[config.mk]
export PLATFORM = sky130hd
export DESIGN_NAME = cpwm_outstage
export DESIGN_NICKNAME = d
export VERILOG_FILES = /design/src/rtl/cpwm_pkg.sv /design/src/rtl/cpwm_deadtime.sv /design/src/rtl/cpwm_en_shadow.sv /design/src/rtl/cpwm_fault_ctl.sv /design/src/rtl/cpwm_outdecode.sv /design/src/rtl/cpwm_outstage.sv
export SDC_FILE = /design/constraint.sdc
export NUM_CORES = 1
export LEC_CHECK = 0
export ABC_CLOCK_PERIOD_IN_PS = 3200
export BUFFER_PORTS_ARGS = -buffer_cell sky130_fd_sc_hd__buf_2
export CAP_MARGIN = 10
export CORE_AREA = 2 2 61 63
export DETAILED_ROUTE_END_ITERATION = 7
export DIE_AREA = 0 0 63 65
export PLACE_DENSITY = 0.69
export SYNTH_ARGS = -nofsm -noshare
export SYNTH_HDL_FRONTEND = slang
export SYNTH_SLANG_ARGS = --single-unit
export TNS_END_PERCENT = 100
[constraint.sdc]
create_clock -name clk -period 3.2 [get_ports clk]
set_clock_uncertainty 0.15 [all_clocks]
set_input_delay 0.64 -clock clk [delete_from_list [all_inputs] [get_ports clk]]
set_output_delay 0.64 -clock clk [all_outputs]
set_load 0.01 [all_outputs]
[src/rtl/cpwm_pkg.sv]
package cpwm_pkg;

   typedef enum logic [1:0] {
      LEG_HIZ  = 2'd0,
      LEG_OFF  = 2'd1,
      LEG_WAVE = 2'd2,
      LEG_IDLE = 2'd3
   } leg_mode_e;

   typedef struct packed {
      logic drive;
      logic level;
   } pin_t;

   // Turn a leg mode into a pin: waveform is active XOR polarity,
   // off is the polarity bit, idle is the given idle level.
   function automatic pin_t leg_pin(leg_mode_e mode, logic act, logic pol, logic idl);
      pin_t p;
      case (mode)
         LEG_WAVE: begin p.drive = 1'b1; p.level = act ^ pol; end
         LEG_OFF:  begin p.drive = 1'b1; p.level = pol;       end
         LEG_IDLE: begin p.drive = 1'b1; p.level = idl;       end
         default:  begin p.drive = 1'b0; p.level = 1'b0;      end
      endcase
      return p;
   endfunction

endpackage

[src/rtl/cpwm_deadtime.sv]
module cpwm_deadtime #(
   parameter int DT_W = 8
) (
   input  logic            clk,
   input  logic            rst_n,
   input  logic            ref_in,
   input  logic [DT_W-1:0] dead_cycles,
   output logic            ref_q,
   output logic            pos_gate,
   output logic            neg_gate
);

   logic [DT_W-1:0] gap_cnt;
   logic            quiet;

   always_ff @(posedge clk or negedge rst_n) begin
      if (!rst_n) begin
         ref_q   <= 1'b0;
         gap_cnt <= '0;
      end else begin
         ref_q <= ref_in;
         if (ref_in != ref_q)
            gap_cnt <= dead_cycles;
         else if (gap_cnt != '0)
            gap_cnt <= gap_cnt - 1'b1;
      end
   end

   assign quiet    = (gap_cnt == '0);
   assign pos_gate = ref_q & quiet;
   assign neg_gate = ~ref_q & quiet;

endmodule

[src/rtl/cpwm_en_shadow.sv]
module cpwm_en_shadow #(
   parameter int N_EN = 2
) (
   input  logic            clk,
   input  logic            rst_n,
   input  logic [N_EN-1:0] en_req,
   input  logic            preload,
   input  logic            strobe,
   output logic [N_EN-1:0] en_live
);

   logic take;
   assign take = ~preload | strobe;

   for (genvar i = 0; i < N_EN; i++) begin : g_bit
      always_ff @(posedge clk or negedge rst_n) begin
         if (!rst_n)
            en_live[i] <= 1'b0;
         else if (take)
            en_live[i] <= en_req[i];
      end
   end

endmodule

[src/rtl/cpwm_fault_ctl.sv]
module cpwm_fault_ctl #(
   parameter int DT_W    = 8,
   parameter bit BRK2_EN = 1'b1
) (
   input  logic            clk,
   input  logic            rst_n,
   input  logic            arm_set,
   input  logic            arm_clr,
   input  logic            brk_a,
   input  logic            brk_b,
   input  logic            run_offdrv,
   input  logic            idle_offdrv,
   input  logic [DT_W-1:0] dead_cycles,
   output logic            armed,
   output logic            run_live,
   output logic            settled
);

   logic            trip;
   logic [DT_W-1:0] idle_cnt;

   if (BRK2_EN) begin : g_two_faults
      assign trip = brk_a | (brk_b & run_offdrv & idle_offdrv);
   end else begin : g_one_fault
      logic unused_b;
      assign unused_b = brk_b;
      assign trip     = brk_a;
   end

   always_ff @(posedge clk or negedge rst_n) begin
      if (!rst_n)
         armed <= 1'b0;
      else if (trip || arm_clr)
         armed <= 1'b0;
      else if (arm_set)
         armed <= 1'b1;
   end

   assign run_live = armed & ~trip;

   always_ff @(posedge clk or negedge rst_n) begin
      if (!rst_n)
         idle_cnt <= '0;
      else if (run_live)
         idle_cnt <= dead_cycles;
      else if (idle_cnt != '0)
         idle_cnt <= idle_cnt - 1'b1;
   end

   assign settled = (idle_cnt == '0);

endmodule

[src/rtl/cpwm_outdecode.sv]
module cpwm_outdecode
   import cpwm_pkg::*;
(
   input  logic       run_live,
   input  logic       run_offdrv,
   input  logic       idle_offdrv,
   input  logic       settled,
   input  logic [1:0] en_live,
   input  logic       ref_q,
   input  logic       pos_gate,
   input  logic       neg_gate,
   input  logic       pos_pol,
   input  logic       neg_pol,
   input  logic       pos_idle,
   input  logic       neg_idle,
   output pin_t       pos_pin,
   output pin_t       neg_pin
);

   leg_mode_e pos_mode, neg_mode;
   logic      pos_act, neg_act;
   leg_mode_e spare_mode;

   always_comb begin
      spare_mode = run_offdrv ? LEG_OFF : LEG_HIZ;
      pos_act    = 1'b0;
      neg_act    = 1'b0;
      if (run_live) begin
         case (en_live)
            2'b11: begin
               pos_mode = LEG_WAVE; pos_act = pos_gate;
               neg_mode = LEG_WAVE; neg_act = neg_gate;
            end
            2'b01: begin
               pos_mode = LEG_WAVE; pos_act = ref_q;
               neg_mode = spare_mode;
            end
            2'b10: begin
               pos_mode = spare_mode;
               neg_mode = LEG_WAVE; neg_act = ref_q;
            end
            default: begin
               pos_mode = spare_mode;
               neg_mode = spare_mode;
            end
         endcase
      end else if (idle_offdrv) begin
         pos_mode = settled ? LEG_IDLE : LEG_OFF;
         neg_mode = settled ? LEG_IDLE : LEG_OFF;
      end else begin
         pos_mode = LEG_HIZ;
         neg_mode = LEG_HIZ;
      end
      pos_pin = leg_pin(pos_mode, pos_act, pos_pol, pos_idle);
      neg_pin = leg_pin(neg_mode, neg_act, neg_pol, neg_idle);
   end

endmodule

[src/rtl/cpwm_outstage.sv]
module cpwm_outstage
   import cpwm_pkg::*;
#(
   parameter int DT_W    = 8,
   parameter bit BRK2_EN = 1'b1
) (
   input  logic            clk,
   input  logic            rst_n,
   input  logic            ref_in,
   input  logic            arm_set,
   input  logic            arm_clr,
   input  logic            run_offdrv,
   input  logic            idle_offdrv,
   input  logic            pos_en_req,
   input  logic            neg_en_req,
   input  logic            comm_preload,
   input  logic            comm_strobe,
   input  logic            pos_pol,
   input  logic            neg_pol,
   input  logic            pos_idle,
   input  logic            neg_idle,
   input  logic [DT_W-1:0] dead_cycles,
   input  logic            brk_a,
   input  logic            brk_b,
   output logic            pos_out,
   output logic            pos_drv,
   output logic            neg_out,
   output logic            neg_drv,
   output logic            armed
);

   localparam int N_EN = 2;

   if (DT_W < 1 || DT_W > 16) begin : g_bad_dt_w
      $error("cpwm_outstage: DT_W must lie in 1..16");
   end

   logic [N_EN-1:0] en_live;
   logic            ref_q, pos_gate, neg_gate;
   logic            run_live, settled;
   pin_t            pos_pin, neg_pin;

   cpwm_deadtime #(.DT_W(DT_W)) u_dt (
      .clk(clk), .rst_n(rst_n), .ref_in(ref_in), .dead_cycles(dead_cycles),
      .ref_q(ref_q), .pos_gate(pos_gate), .neg_gate(neg_gate)
   );

   cpwm_en_shadow #(.N_EN(N_EN)) u_shadow (
      .clk(clk), .rst_n(rst_n), .en_req({neg_en_req, pos_en_req}),
      .preload(comm_preload), .strobe(comm_strobe), .en_live(en_live)
   );

   cpwm_fault_ctl #(.DT_W(DT_W), .BRK2_EN(BRK2_EN)) u_fault (
      .clk(clk), .rst_n(rst_n), .arm_set(arm_set), .arm_clr(arm_clr),
      .brk_a(brk_a), .brk_b(brk_b), .run_offdrv(run_offdrv),
      .idle_offdrv(idle_offdrv), .dead_cycles(dead_cycles),
      .armed(armed), .run_live(run_live), .settled(settled)
   );

   cpwm_outdecode u_dec (
      .run_live(run_live), .run_offdrv(run_offdrv), .idle_offdrv(idle_offdrv),
      .settled(settled), .en_live(en_live), .ref_q(ref_q),
      .pos_gate(pos_gate), .neg_gate(neg_gate),
      .pos_pol(pos_pol), .neg_pol(neg_pol),
      .pos_idle(pos_idle), .neg_idle(neg_idle),
      .pos_pin(pos_pin), .neg_pin(neg_pin)
   );

   assign pos_out = pos_pin.level;
   assign pos_drv = pos_pin.drive;
   assign neg_out = neg_pin.level;
   assign neg_drv = neg_pin.drive;

endmodule

== Word-level counts from Yosys, hierarchy flattened ==
Index checks and enable logic that the tools add are counted.

* Add/sub/neg operators: 2
* Eq/ne operators: 10
* Multiplexer cells: 19
* Bitwise logic cells: 12
* Reduce and logical (&&, ||, !) cells: 10

{| class="wikitable"
|+ Operators by type and width
! cell !! count
|-
| 8-bit 2-to-1 mux || 4
|-
| 8-bit zero test || 2
|-
| 8-bit nonzero test || 2
|-
| 8-bit by 1-bit subtractor with 8-bit output, second input constant || 2
|-
| 2-bit equality test, second input constant || 6
|-
| 2-bit 2-to-1 mux || 6
|-
| 2-bit one-hot mux with 3 select lines || 2
|-
| 2-bit by 1-bit equality test with 1-bit output, second input constant || 3
|-
| 2-bit nonzero test || 3
|-
| 1-bit bitwise AND || 5
|-
| 1-bit 2-to-1 mux || 5
|-
| 1-bit one-hot mux with 2 select lines || 2
|-
| 2-bit OR reduction || 2
|-
| 1-bit NOT || 3
|-
| 1-bit bitwise OR || 2
|-
| 1-bit XOR || 2
|-
| 1-bit logical OR || 1
|-
| 1-bit inequality test || 1
|}

* Register bits: 20
* Input bits: 25
* Output and inout bits: 5
* Word-level logic and storage cells: 59

== Depth between registers and ports, before layout ==
Gate-level depths: netlist of run 1.

* Depth after elaboration: 8
* Depth in mapped cells: 8
* Mapped depth without buffers: 7

== Hierarchy ==
Synthesis of run 1 repeated with hierarchy kept, for this count alone.

* Cells, all modules: 142
* Area total of the unflattened synthesis: 1317.5 µm²

{| class="wikitable"
|+ By module, submodules not included
! module !! times used !! cells an instance !! area an instance (µm²) !! sequential area each (µm²)
|-
| cpwm_deadtime || 1 || 62 || 541.8 || 225.2
|-
| cpwm_fault_ctl || 1 || 54 || 530.5 || 225.2
|-
| cpwm_outdecode || 1 || 21 || 151.4 || 0.0
|-
| cpwm_en_shadow || 1 || 5 || 93.8 || 50.0
|}

== Least setup slack after synthesis of run 1 ==
OpenSTA, ideal clock, no wires.

* Path type: reg2out
* From: register u_dt.gap_cnt[3]
* To: output port pos_out
* Arrival: 2.024 ns
* Data required time: 2.410 ns
* Path slack: 0.386 ns
* Cell stages (with the launch flop): 6
* Buffers on the path: 0
* Cells stage by stage: dfrtp_1 or4_4 nor4b_4 o2111ai_2 mux2_4 o211ai_2

* Word-level cells in the longest chain between the ends: 6

{| class="wikitable"
|+ Ends and longest elaborated chain
! element !! line !! source
|-
| from (decl) || cpwm_deadtime.sv:13 || <nowiki>logic [DT_W-1:0] gap_cnt;</nowiki>
|-
| from (signal assigned) || cpwm_deadtime.sv:23 || <nowiki>gap_cnt <= dead_cycles;</nowiki>
|-
| from (signal assigned) || cpwm_deadtime.sv:25 || <nowiki>gap_cnt <= gap_cnt - 1'b1;</nowiki>
|-
| 8-bit zero test || cpwm_deadtime.sv:29 || <nowiki>assign quiet = (gap_cnt == '0);</nowiki>
|-
| 1-bit bitwise AND || cpwm_deadtime.sv:30 || <nowiki>assign pos_gate = ref_q & quiet;</nowiki>
|-
| 1-bit one-hot mux with 2 select lines || cpwm_outdecode.sv:29 || <nowiki>case (en_live)</nowiki>
|-
| 1-bit 2-to-1 mux || cpwm_outdecode.sv:28 || <nowiki>if (run_live) begin</nowiki>
|-
| 1-bit XOR || cpwm_pkg.sv:20 || <nowiki>LEG_WAVE: begin p.drive = 1'b1; p.level = act ^ pol; end</nowiki>
|-
| 2-bit one-hot mux with 3 select lines || cpwm_pkg.sv:19 || <nowiki>case (mode)</nowiki>
|-
| to (decl) || cpwm_outstage.sv:25 || <nowiki>output logic pos_out,</nowiki>
|}

Every way passes these cells.

== Final worst setup path of run 1 ==
Ends and elaborated chain as after synthesis.

==> summary.md, run 1 <==
| Metric | Value |
|---|---|
| Status | `finished clean` |
| Die area | `4100 um^2` |
| Routability Congestion | `0.771` |
| HP Class | `input pin to async pin` |
| Synthesized cell area | `1270 um^2` |
| Post-route design area | `1580 um^2` |
| Async set-reset flop share out of synthesis | `100%` |
| Max FO, Critical Path | `4` |
| Largest net degree at the start of global routing | `21` |
| Crit path DAT | `2.40 ns` |
| Max-cap violations | `0` |
| Leakage | `0.000684 uW` |
| Number of CTS-inserted buffers | `3` |
| Remaining DRCs | `0` |
| Num rows | `22` |
| Clk sinks | `20` |
| Peak VDD IR | `0.201 mV` |
| WS Path Type | `register to output pin` |
| Fin util | `45.2%` |
| Sequential Area | `502 um^2` |
| Hold Buf Count CTS | `0` |
| DR vias/cell | `4.92` |
| Worst slew pin tran | `0.463 ns` |
| Critical Path RT | `2.41 ns` |
| Crit-path cells | `or4_4 > nor4b_4 > o2111ai_2 > mux2_4 > o211ai_2 > buf_2` |
| Distinct cells, synth | `36` |
| Clock Pin Slew Worst Setup and Hold Paths | `0.12 ns` |
| CP endpoint kind | `output pin` |
| Slew HR | `69.1%` |
| Ys flop type | `dfrtp_1` |
| Root Driver | `clkbuf_4` |
| First-pass GRT wire length | `4610 um` |
| RSZ-0062 raised after global routing | `true` |
| Vias in the first global route | `1064` |
| DIE HEIGHT | `65 um` |
| Remaining Overflow, GRT | `0` |
| H-Tree Depth | `1` |
| Fraction of layout instances using a drive strength above 1 | `29.5%` |
| Cell Pwr Density | `618 nW/um^2` |
| Fin crit period | `3.19 ns` |
| Starting Density | `36.5%` |
| Number of synthesized register bits | `20` |
| Buf/Inv on CP | `1` |
| Routed WL | `2670 um` |
| Die X | `63 um` |
| Post-Place Cells | `215` |
| Register area share after synthesis | `39.3%` |
| Placed instance area | `1510 um^2` |
| # setup viols final | `0` |
| Total negative slack | `0 ns` |
| Port-buffer cells | `29` |
| ANT cells | `0` |
| Max-slew violation count | `0` |
| Final Power | `975 uW` |
| Clk buf depth | `2` |
| Nets | `203` |
| Critical path's largest stage delay | `0.57 ns` |
| Fmax | `313 MHz` |
| Post-synthesis cell count | `136` |
| CTS tree | `yes` |
| Layout Cells excl Fill | `221` |
| Clk_lat worst skew | `0.30 ns` |
| Post-synth EDFFs | `0` |
| DP HPWL | `2150 um` |
| TritonRoute pass-1 iters | `4` |
| GRT Resource Usage Total | `14.2%` |
| Synth-to-Final Area Change | `23.8%` |
| Area of the multi-input gates | `737 um^2` |
| Hold Vio Cnt, Final | `0` |
| Post-detailed-route count of antenna-violating nets | `0` |
| Crit-path slowest cell | `or4_4` |
| Synthesis Warnings | `0` |
| DR iter-0 viols | `22` |
| Wire per inst | `12.1 um` |
| Tcrit/Tclk final | `99.7%` |
| Average size of a mapped cell | `9.37 um^2` |
| Mapped Nets | `165` |
| Core Area | `3500 um^2` |
| Vias | `1088` |
| CP Launch Type | `register` |
| Cell family with most CP delay | `simple AND/OR/NAND/NOR gates` |
| Fillers | `347` |
| Antenna violations before repair | `0` |
| Boundary pin count | `30` |
==> cells in the mapped netlist (3+ instances only) <==
library cell   n  area [um^2]
inv_1          8         30.0
nor2_1         6         22.5
nand2_1       18         67.6
nor2b_1        4         25.0
nand3_1        3         15.0
xnor2_1       11         96.3
ha_1           4         50.1
nand2b_1       3         18.8
a22o_1         5         43.8
nor3_1         4         20.0
o31ai_1        4         30.0
dfrtp_1       20          500
mux2_2         3         33.8
a21oi_1        3         15.0
o21ai_0       13         65.1
==> final cells by class <==
class | instances | area share [%]
multi-input cells | 105 | 46.7
flip-flops and latches | 20 | 31.8
repair buffers | 36 | 12.5
well taps | 48 | 3.80
clock inverters | 1 | 1.90
inverters | 8 | 1.90
clock buffers | 3 | 1.43
==> path summary, 6_finish.rpt <==
| kind | start | end | slack, ns | cells after the start |
|---|---|---|---|---|
| worst max register to register | u_dt.gap_cnt[3] | u_dt.gap_cnt[3] | 0.98 | 7 |
| worst min-delay path | rst_n | u_dt.ref_q | 0.12 | 1 |
| worst max-delay path | u_dt.gap_cnt[3] | pos_out | 0.009 | 6 |
| max in group asynchronous | rst_n | u_dt.gap_cnt[2] | 2.44 | 1 |
| min in group clk | ref_in | u_dt.ref_q | 0.31 | 1 |
| worst min register to register | u_fault.idle_cnt[5] | u_fault.idle_cnt[5] | 0.44 | 2 |
==> timing repair <==
action                                  in CTS  in global routing
endpoints found under the setup margin       0                  3
buffers inserted                             0                  2
resized for setup                            0                  2
==> kinds of logic (layout without fill, tap and decap cells) <==
logic type      count (synthesis)  after routing  synth area share [%]
fa+ha+maj                       4              4                  3.93
simple gates                   47             47                  19.8
flops                          20             20                  39.3
compound gates                 35             35                  19.3
mux                             6              6                  5.40
buf+inv                        11             48                  3.34
xor+xnor                       13             13                  8.93
==> metal layers <==
metal	up-vias	GRT usage (%)	share of wire, %	routed length (um)
li1	559	-	-	-
met1	499	17.9	46	1240
met2	28	25.4	49	1300
met3	2	2.60	4.6	122
met4	0	2.50	0.26	7
met5	-	0	0	0
==> flip-flops by register name, summed over array words and instances, names as in the netlist <==
register,flops
u_shadow.en_live,2
u_fault.armed,1
u_dt.ref_q,1
u_fault.idle_cnt,8
u_dt.gap_cnt,8
==> power by group <==
part	internal (uW)	switching, uW
clock	126	82.3
combinational	187	164
sequential	334	80.1
total	648	327
==> layout by cell type (no fill, tap or decap), types with 3 or more instances in the layout <==
cell | Yosys | layout
buf_4 | 0 | 7
ha_1 | 4 | 4
a21oi_1 | 3 | 3
nand2b_1 | 3 | 3
nor2_1 | 6 | 6
nor2b_1 | 4 | 4
o21ai_0 | 13 | 13
inv_1 | 8 | 8
dfrtp_1 | 20 | 19
nor3_1 | 4 | 3
clkbuf_4 | 0 | 3
a22o_1 | 5 | 5
nand3_1 | 3 | 3
buf_2 | 1 | 29
nand2_1 | 18 | 18
o31ai_1 | 4 | 4
xnor2_1 | 11 | 11
mux2_2 | 3 | 3
==> through the flow <==
stage	hold slack [ns]	worst slack (ns)
2_1_floorplan	0.194	0.386
5_1_grt	0.133	-0.111
6_report	0.118	0.00882
4_1_cts	0.127	0.00863
3_3_place_gp	0.425	0.381
3_5_place_dp	0.416	0.372
(Power assumes the default switching activity.)
==> run 2, diff against run 1 <==
--- a/config.mk
+++ b/config.mk
@@ -8,10 +8,10 @@
 export ABC_CLOCK_PERIOD_IN_PS = 3200
 export BUFFER_PORTS_ARGS = -buffer_cell sky130_fd_sc_hd__buf_2
 export CAP_MARGIN = 10
-export CORE_AREA = 2 2 61 63
+export CORE_AREA = 2 2 53 55
 export DETAILED_ROUTE_END_ITERATION = 7
-export DIE_AREA = 0 0 63 65
-export PLACE_DENSITY = 0.69
+export DIE_AREA = 0 0 55 57
+export PLACE_DENSITY = 0.85
 export SYNTH_ARGS = -nofsm -noshare
 export SYNTH_HDL_FRONTEND = slang
 export SYNTH_SLANG_ARGS = --single-unit
==> run 2 against run 1 <==
Effect of this change: register-to-register slack improved by 0.05 ns; first-iteration DRC count rose to 2.6 times the previous value; sequential power rose by 2%; global-route usage rose by 8.7 points; via count rose by 11%; combinational power rose by 13%; utilization rose by 16 points; power rose by 5.9%; wire length rose by 22%; highest routed layer unchanged.
==> summary.md, run 2 (synthesized netlist as in run 1, its figures left out) <==
| Metric | Value |
|---|---|
| Status | `finished clean` |
| Final Power | `1030 uW` |
| Root Driver | `clkbuf_4` |
| Crit-path cells | `or4_4 > nor4b_4 > o2111ai_2 > mux2_4 > o211ai_2 > buf_2` |
| Fin crit period | `3.19 ns` |
| Nets | `206` |
| HP Class | `input pin to async pin` |
| Post-detailed-route count of antenna-violating nets | `0` |
| Largest net degree at the start of global routing | `21` |
| Starting Density | `48.8%` |
| Crit-path slowest cell | `or4_4` |
| Routability Congestion | `0.911` |
| Remaining DRCs | `0` |
| Cell Pwr Density | `648 nW/um^2` |
| Remaining Overflow, GRT | `0` |
| Vias in the first global route | `1183` |
| Most frequent cells in the layout | `buf_2 (29), dfrtp_1 (20), nand2_1 (18)` |
| Port-buffer cells | `29` |
| Max FO, Critical Path | `2` |
| Routed WL | `3260 um` |
| Synth-to-Final Area Change | `24.9%` |
| Leakage | `0.000706 uW` |
| ANT cells | `0` |
| Critical path's largest stage delay | `0.57 ns` |
| Tcrit/Tclk final | `99.6%` |
| Critical Path RT | `2.41 ns` |
| First-pass GRT wire length | `5200 um` |
| # setup viols final | `0` |
| Max-cap violations | `0` |
| Hold Vio Cnt, Final | `0` |
| Fmax | `314 MHz` |
| DR vias/cell | `5.81` |
| TritonRoute pass-1 iters | `4` |
| Hold Buf Count CTS | `0` |
| Largest regs | `u_dt.gap_cnt (8), u_fault.idle_cnt (8), u_shadow.en_live (2)` |
| Cell family with most CP delay | `simple AND/OR/NAND/NOR gates` |
| CP endpoint kind | `output pin` |
| Vias | `1203` |
| DR iter-0 viols | `58` |
| Die area | `3140 um^2` |
| Fraction of layout instances using a drive strength above 1 | `31.3%` |
| CTS tree | `yes` |
| Crit path DAT | `2.40 ns` |
| DIE HEIGHT | `57 um` |
| DP HPWL | `2410 um` |
| Core Area | `2620 um^2` |
| WS Path Type | `register to output pin` |
| H-Tree Depth | `1` |
| Fillers | `222` |
| Buf/Inv on CP | `1` |
| Num rows | `19` |
| Wire per inst | `15.8 um` |
| Boundary pin count | `30` |
| Die X | `55 um` |
| RSZ-0062 raised after global routing | `true` |
| Slew HR | `69.6%` |
| GRT Resource Usage Total | `22.9%` |
| Number of CTS-inserted buffers | `3` |
| Min Hold Slack | `0.0972 ns` |
| Layout Cells excl Fill | `207` |
| Clock Pin Slew Worst Setup and Hold Paths | `0.12 ns` |
| CP Launch Type | `register` |
| Clk buf depth | `2` |
| Peak VDD IR | `0.396 mV` |
| Flop2flop setup slack | `1.03 ns` |
| Commonest non-fill, non-tap cell in the layout | `buf_2` |
| Worst slew pin tran | `0.455 ns` |
| Max-slew violation count | `0` |
| Antenna violations before repair | `0` |
| Clk sinks | `20` |
| Clk_lat worst skew | `0.32 ns` |
| Post-Place Cells | `198` |
[run 2: final timing paths]
path                                           from                  end  cells past startpoint
worst min-delay path                          rst_n           u_dt.ref_q                      1
worst max-delay path                u_dt.gap_cnt[3]              pos_out                      6
max in group asynchronous                     rst_n  u_fault.idle_cnt[3]                      1
worst max register to register  u_fault.idle_cnt[3]  u_fault.idle_cnt[7]                      4
worst min register to register        u_fault.armed        u_fault.armed                      2
min in group clk                             ref_in           u_dt.ref_q                      1
[run 2: routing by layer]
layer	wire length, um	track usage (%)	up-vias	part of all wire (%)
li1	-	-	569	-
met1	1280	26.6	582	39
met2	1740	39.1	42	53
met3	138	2.88	10	4.2
met4	105	12.9	0	3.2
met5	0	0	-	0
[run 2: report_power, final]
part           switching [uW]  internal (uW)
sequential               87.7            334
combinational             195            204
clock                    85.5            127
total                     368            664
[run 2: per-stage QoR]
step / cell area, um^2 / TNS [ns] / util, % / worst slack [ns]
2_1_floorplan: 1270 / 0 / - / 0.386
4_1_cts: 1560 / -0.00706 / 59.8 / -0.00706
5_1_grt: 1590 / -0.0768 / 60.9 / -0.0768
3_5_place_dp: 1480 / 0 / 56.7 / 0.293
3_3_place_gp: 1480 / 0 / 56.7 / 0.367
6_report: 1590 / 0 / 60.9 / 0.0130
[run 2: final cells by class]
cell class	count	area, um^2	area share (%)
clock inverters	1	30.0	1.89
inverters	8	30.0	1.89
clock buffers	3	22.5	1.41
flip-flops and latches	20	500	31.4
multi-input cells	105	751	47.1
well taps	31	38.8	2.44
repair buffers	39	220	13.8
[run 2: worst reg2reg max path, stage by stage, from the launching register on]
cell and delay [ns]:
dfrtp_1 0.42, or4_4 0.58, or4_1 0.47, a21o_1 0.20
mux2_2 0.25
[run 2: what timing repair did]
action / 4_1_cts / 5_1_grt
gates cloned: 0 / 0
endpoints found under the setup margin: 2 / 2
gates resized for setup: 1 / 3
pin swaps: 1 / 3
buffers inserted: 3 / 2
==> run 3, diff against run 2 <==
--- a/config.mk
+++ b/config.mk
@@ -8,9 +8,9 @@
 export ABC_CLOCK_PERIOD_IN_PS = 3200
 export BUFFER_PORTS_ARGS = -buffer_cell sky130_fd_sc_hd__buf_2
 export CAP_MARGIN = 10
-export CORE_AREA = 2 2 53 55
+export CORE_AREA = 8 8 59 61
 export DETAILED_ROUTE_END_ITERATION = 7
-export DIE_AREA = 0 0 55 57
+export DIE_AREA = 0 0 67 69
 export PLACE_DENSITY = 0.85
 export SYNTH_ARGS = -nofsm -noshare
 export SYNTH_HDL_FRONTEND = slang
==> run 3 against run 2 <==
Effect of this change: die area up 47%; fmax up 0.21%; first-iteration DRC count up 8.6%; non-clock buffer count down 4; critical path depth unchanged; critical path type unchanged; final area down 2.9%.
==> summary.md, run 3 (synthesized netlist as in run 1, its figures left out) <==
| Metric | Value |
|---|---|
| Clk_lat worst skew | `0.31 ns` |
| Leakage | `0.000679 uW` |
| Core Area | `2620 um^2` |
| Number of CTS-inserted buffers | `3` |
| WS Path Type | `register to output pin` |
| Layout Cells excl Fill | `203` |
| Die area | `4620 um^2` |
| Max-cap violations | `0` |
| Crit path DAT | `2.39 ns` |
| Synth-to-Final Area Change | `21.3%` |
| RSZ-0062 raised after global routing | `true` |
| Die X | `67 um` |
| Peak VDD IR | `0.488 mV` |
| Total negative slack | `0 ns` |
| Crit-path slowest cell | `or4_4` |
| # setup viols final | `0` |
| Max FO, Critical Path | `4` |
| Crit-path cells | `or4_4 > nor4b_4 > o2111ai_2 > mux2_4 > o211ai_2 > buf_2` |
| Sequential power share | `44.4%` |
| Vias in the first global route | `1221` |
| DIE HEIGHT | `69 um` |
| Placed instance area | `1480 um^2` |
| Hold Vio Cnt, Final | `0` |
| DP HPWL | `2430 um` |
| Clock Pin Slew Worst Setup and Hold Paths | `0.12 ns` |
| Max-slew violation count | `0` |
| Largest net degree at the start of global routing | `21` |
| Post-Place Cells | `197` |
| Fraction of layout instances using a drive strength above 1 | `29.1%` |
| Fmax | `314 MHz` |
| Worst slew pin tran | `0.453 ns` |
| Clk buf depth | `2` |
| Boundary pin count | `30` |
| First-pass GRT wire length | `5330 um` |
| Sw Pwr | `359 uW` |
| Tcrit/Tclk final | `99.4%` |
| CP Launch Type | `register` |
| Vias | `1178` |
| Antenna violations before repair | `0` |
| CP startpoint | `u_dt.gap_cnt[2]` |
| Net Sw Frac | `37.5%` |
| Final Power | `956 uW` |
| Largest regs | `u_dt.gap_cnt (8), u_fault.idle_cnt (8), u_shadow.en_live (2)` |
| TritonRoute pass-1 iters | `5` |
| HP Class | `input pin to async pin` |
| CP endpoint kind | `output pin` |
| Remaining DRCs | `0` |
| Post-detailed-route count of antenna-violating nets | `0` |
| GRT Resource Usage Total | `14.2%` |
| Routability Congestion | `0.883` |
| Fin crit period | `3.18 ns` |
| Most frequent cells in the layout | `buf_2 (29), dfrtp_1 (20), nand2_1 (18)` |
| Fillers | `232` |
| Cell Pwr Density | `618 nW/um^2` |
| Port-buffer cells | `29` |
| Fin util | `59.1%` |
| Routed WL | `3130 um` |
| Critical path's largest stage delay | `0.55 ns` |
| Remaining Overflow, GRT | `0` |
| Root Driver | `clkbuf_4` |
| Clk sinks | `20` |
| Critical Path RT | `2.41 ns` |
| Commonest non-fill, non-tap cell in the layout | `buf_2` |
| Num rows | `19` |
| Status | `finished clean` |
| Hold Buf Count CTS | `0` |
| R2R Path Start | `u_fault.idle_cnt[2]` |
| Post-route design area | `1550 um^2` |
| H-Tree Depth | `1` |
| Slew HR | `69.8%` |
| CTS tree | `yes` |
| DR vias/cell | `5.80` |
| Nets | `202` |
| Starting Density | `48.8%` |
| ANT cells | `0` |
| Wire per inst | `15.4 um` |
| Cell Int Power | `597 uW` |
| Clk network pwr share | `16.0%` |
| DR iter-0 viols | `63` |
| Combinational fraction of design power | `39.6%` |
-- run 3: repair_timing --
| action | in CTS | in global routing |
|---|---|---|
| setup buffers | 0 | 2 |
| pin swaps | 0 | 3 |
| endpoints found under the setup margin | 1 | 2 |
| gates resized for setup | 2 | 2 |
-- run 3: through the flow --
stage	hold slack, ns	worst slack [ns]
CTS	0.119	0.0181
floorplan	0.194	0.386
finish	0.104	0.0197
detailed placement	0.428	0.335
global placement	0.427	0.402
global route	0.126	-0.0602
-- run 3: layout make-up --
type                            instances  area [um^2]  area share (%)
Timing Repair Buffer                   35          194            12.5
Tap cell                               31         38.8            2.51
Multi-Input combinational cell        105          747            48.3
Clock buffer                            4         36.3            2.35
Sequential cell                        20          500            32.4
Inverter                                8         30.0            1.94
-- run 3: worst paths after layout --
path,endpoint,slack (ns),cells after the start
max in group asynchronous,u_dt.gap_cnt[2],2.48,1
min,u_fault.idle_cnt[0],0.10,1
max,pos_out,0.02,6
max reg2reg,u_fault.idle_cnt[7],1.03,4
min in group clk,u_dt.ref_q,0.30,1
min reg2reg,u_fault.armed,0.44,2
-- run 3: critical path: cells and delay by family, from the launching register on --
kind	cells	cell delay, ns
compound gates	2	0.28
buf+inv	1	0.15
flops	1	0.44
mux	1	0.32
simple gates	2	0.89
-- run 3: metal layers --
| metal | vias to the layer above | routed length, um | GRT usage, % |
|---|---|---|---|
| li1 | 556 | - | - |
| met3 | 6 | 133 | 2.10 |
| met5 | - | 0 | 0 |
| met1 | 581 | 1280 | 16.7 |
| met2 | 35 | 1650 | 24.1 |
| met4 | 0 | 59 | 6.51 |
-- run 3: power groups by stage --
stage | registers [uW] | logic, uW | clock network (uW)
5_1_grt | 432 | 421 | 163
2_1_floorplan | 399 | 269 | 0
3_5_place_dp | 419 | 352 | 0
3_3_place_gp | 414 | 336 | 0
4_1_cts | 418 | 363 | 153
6_report | 425 | 378 | 153
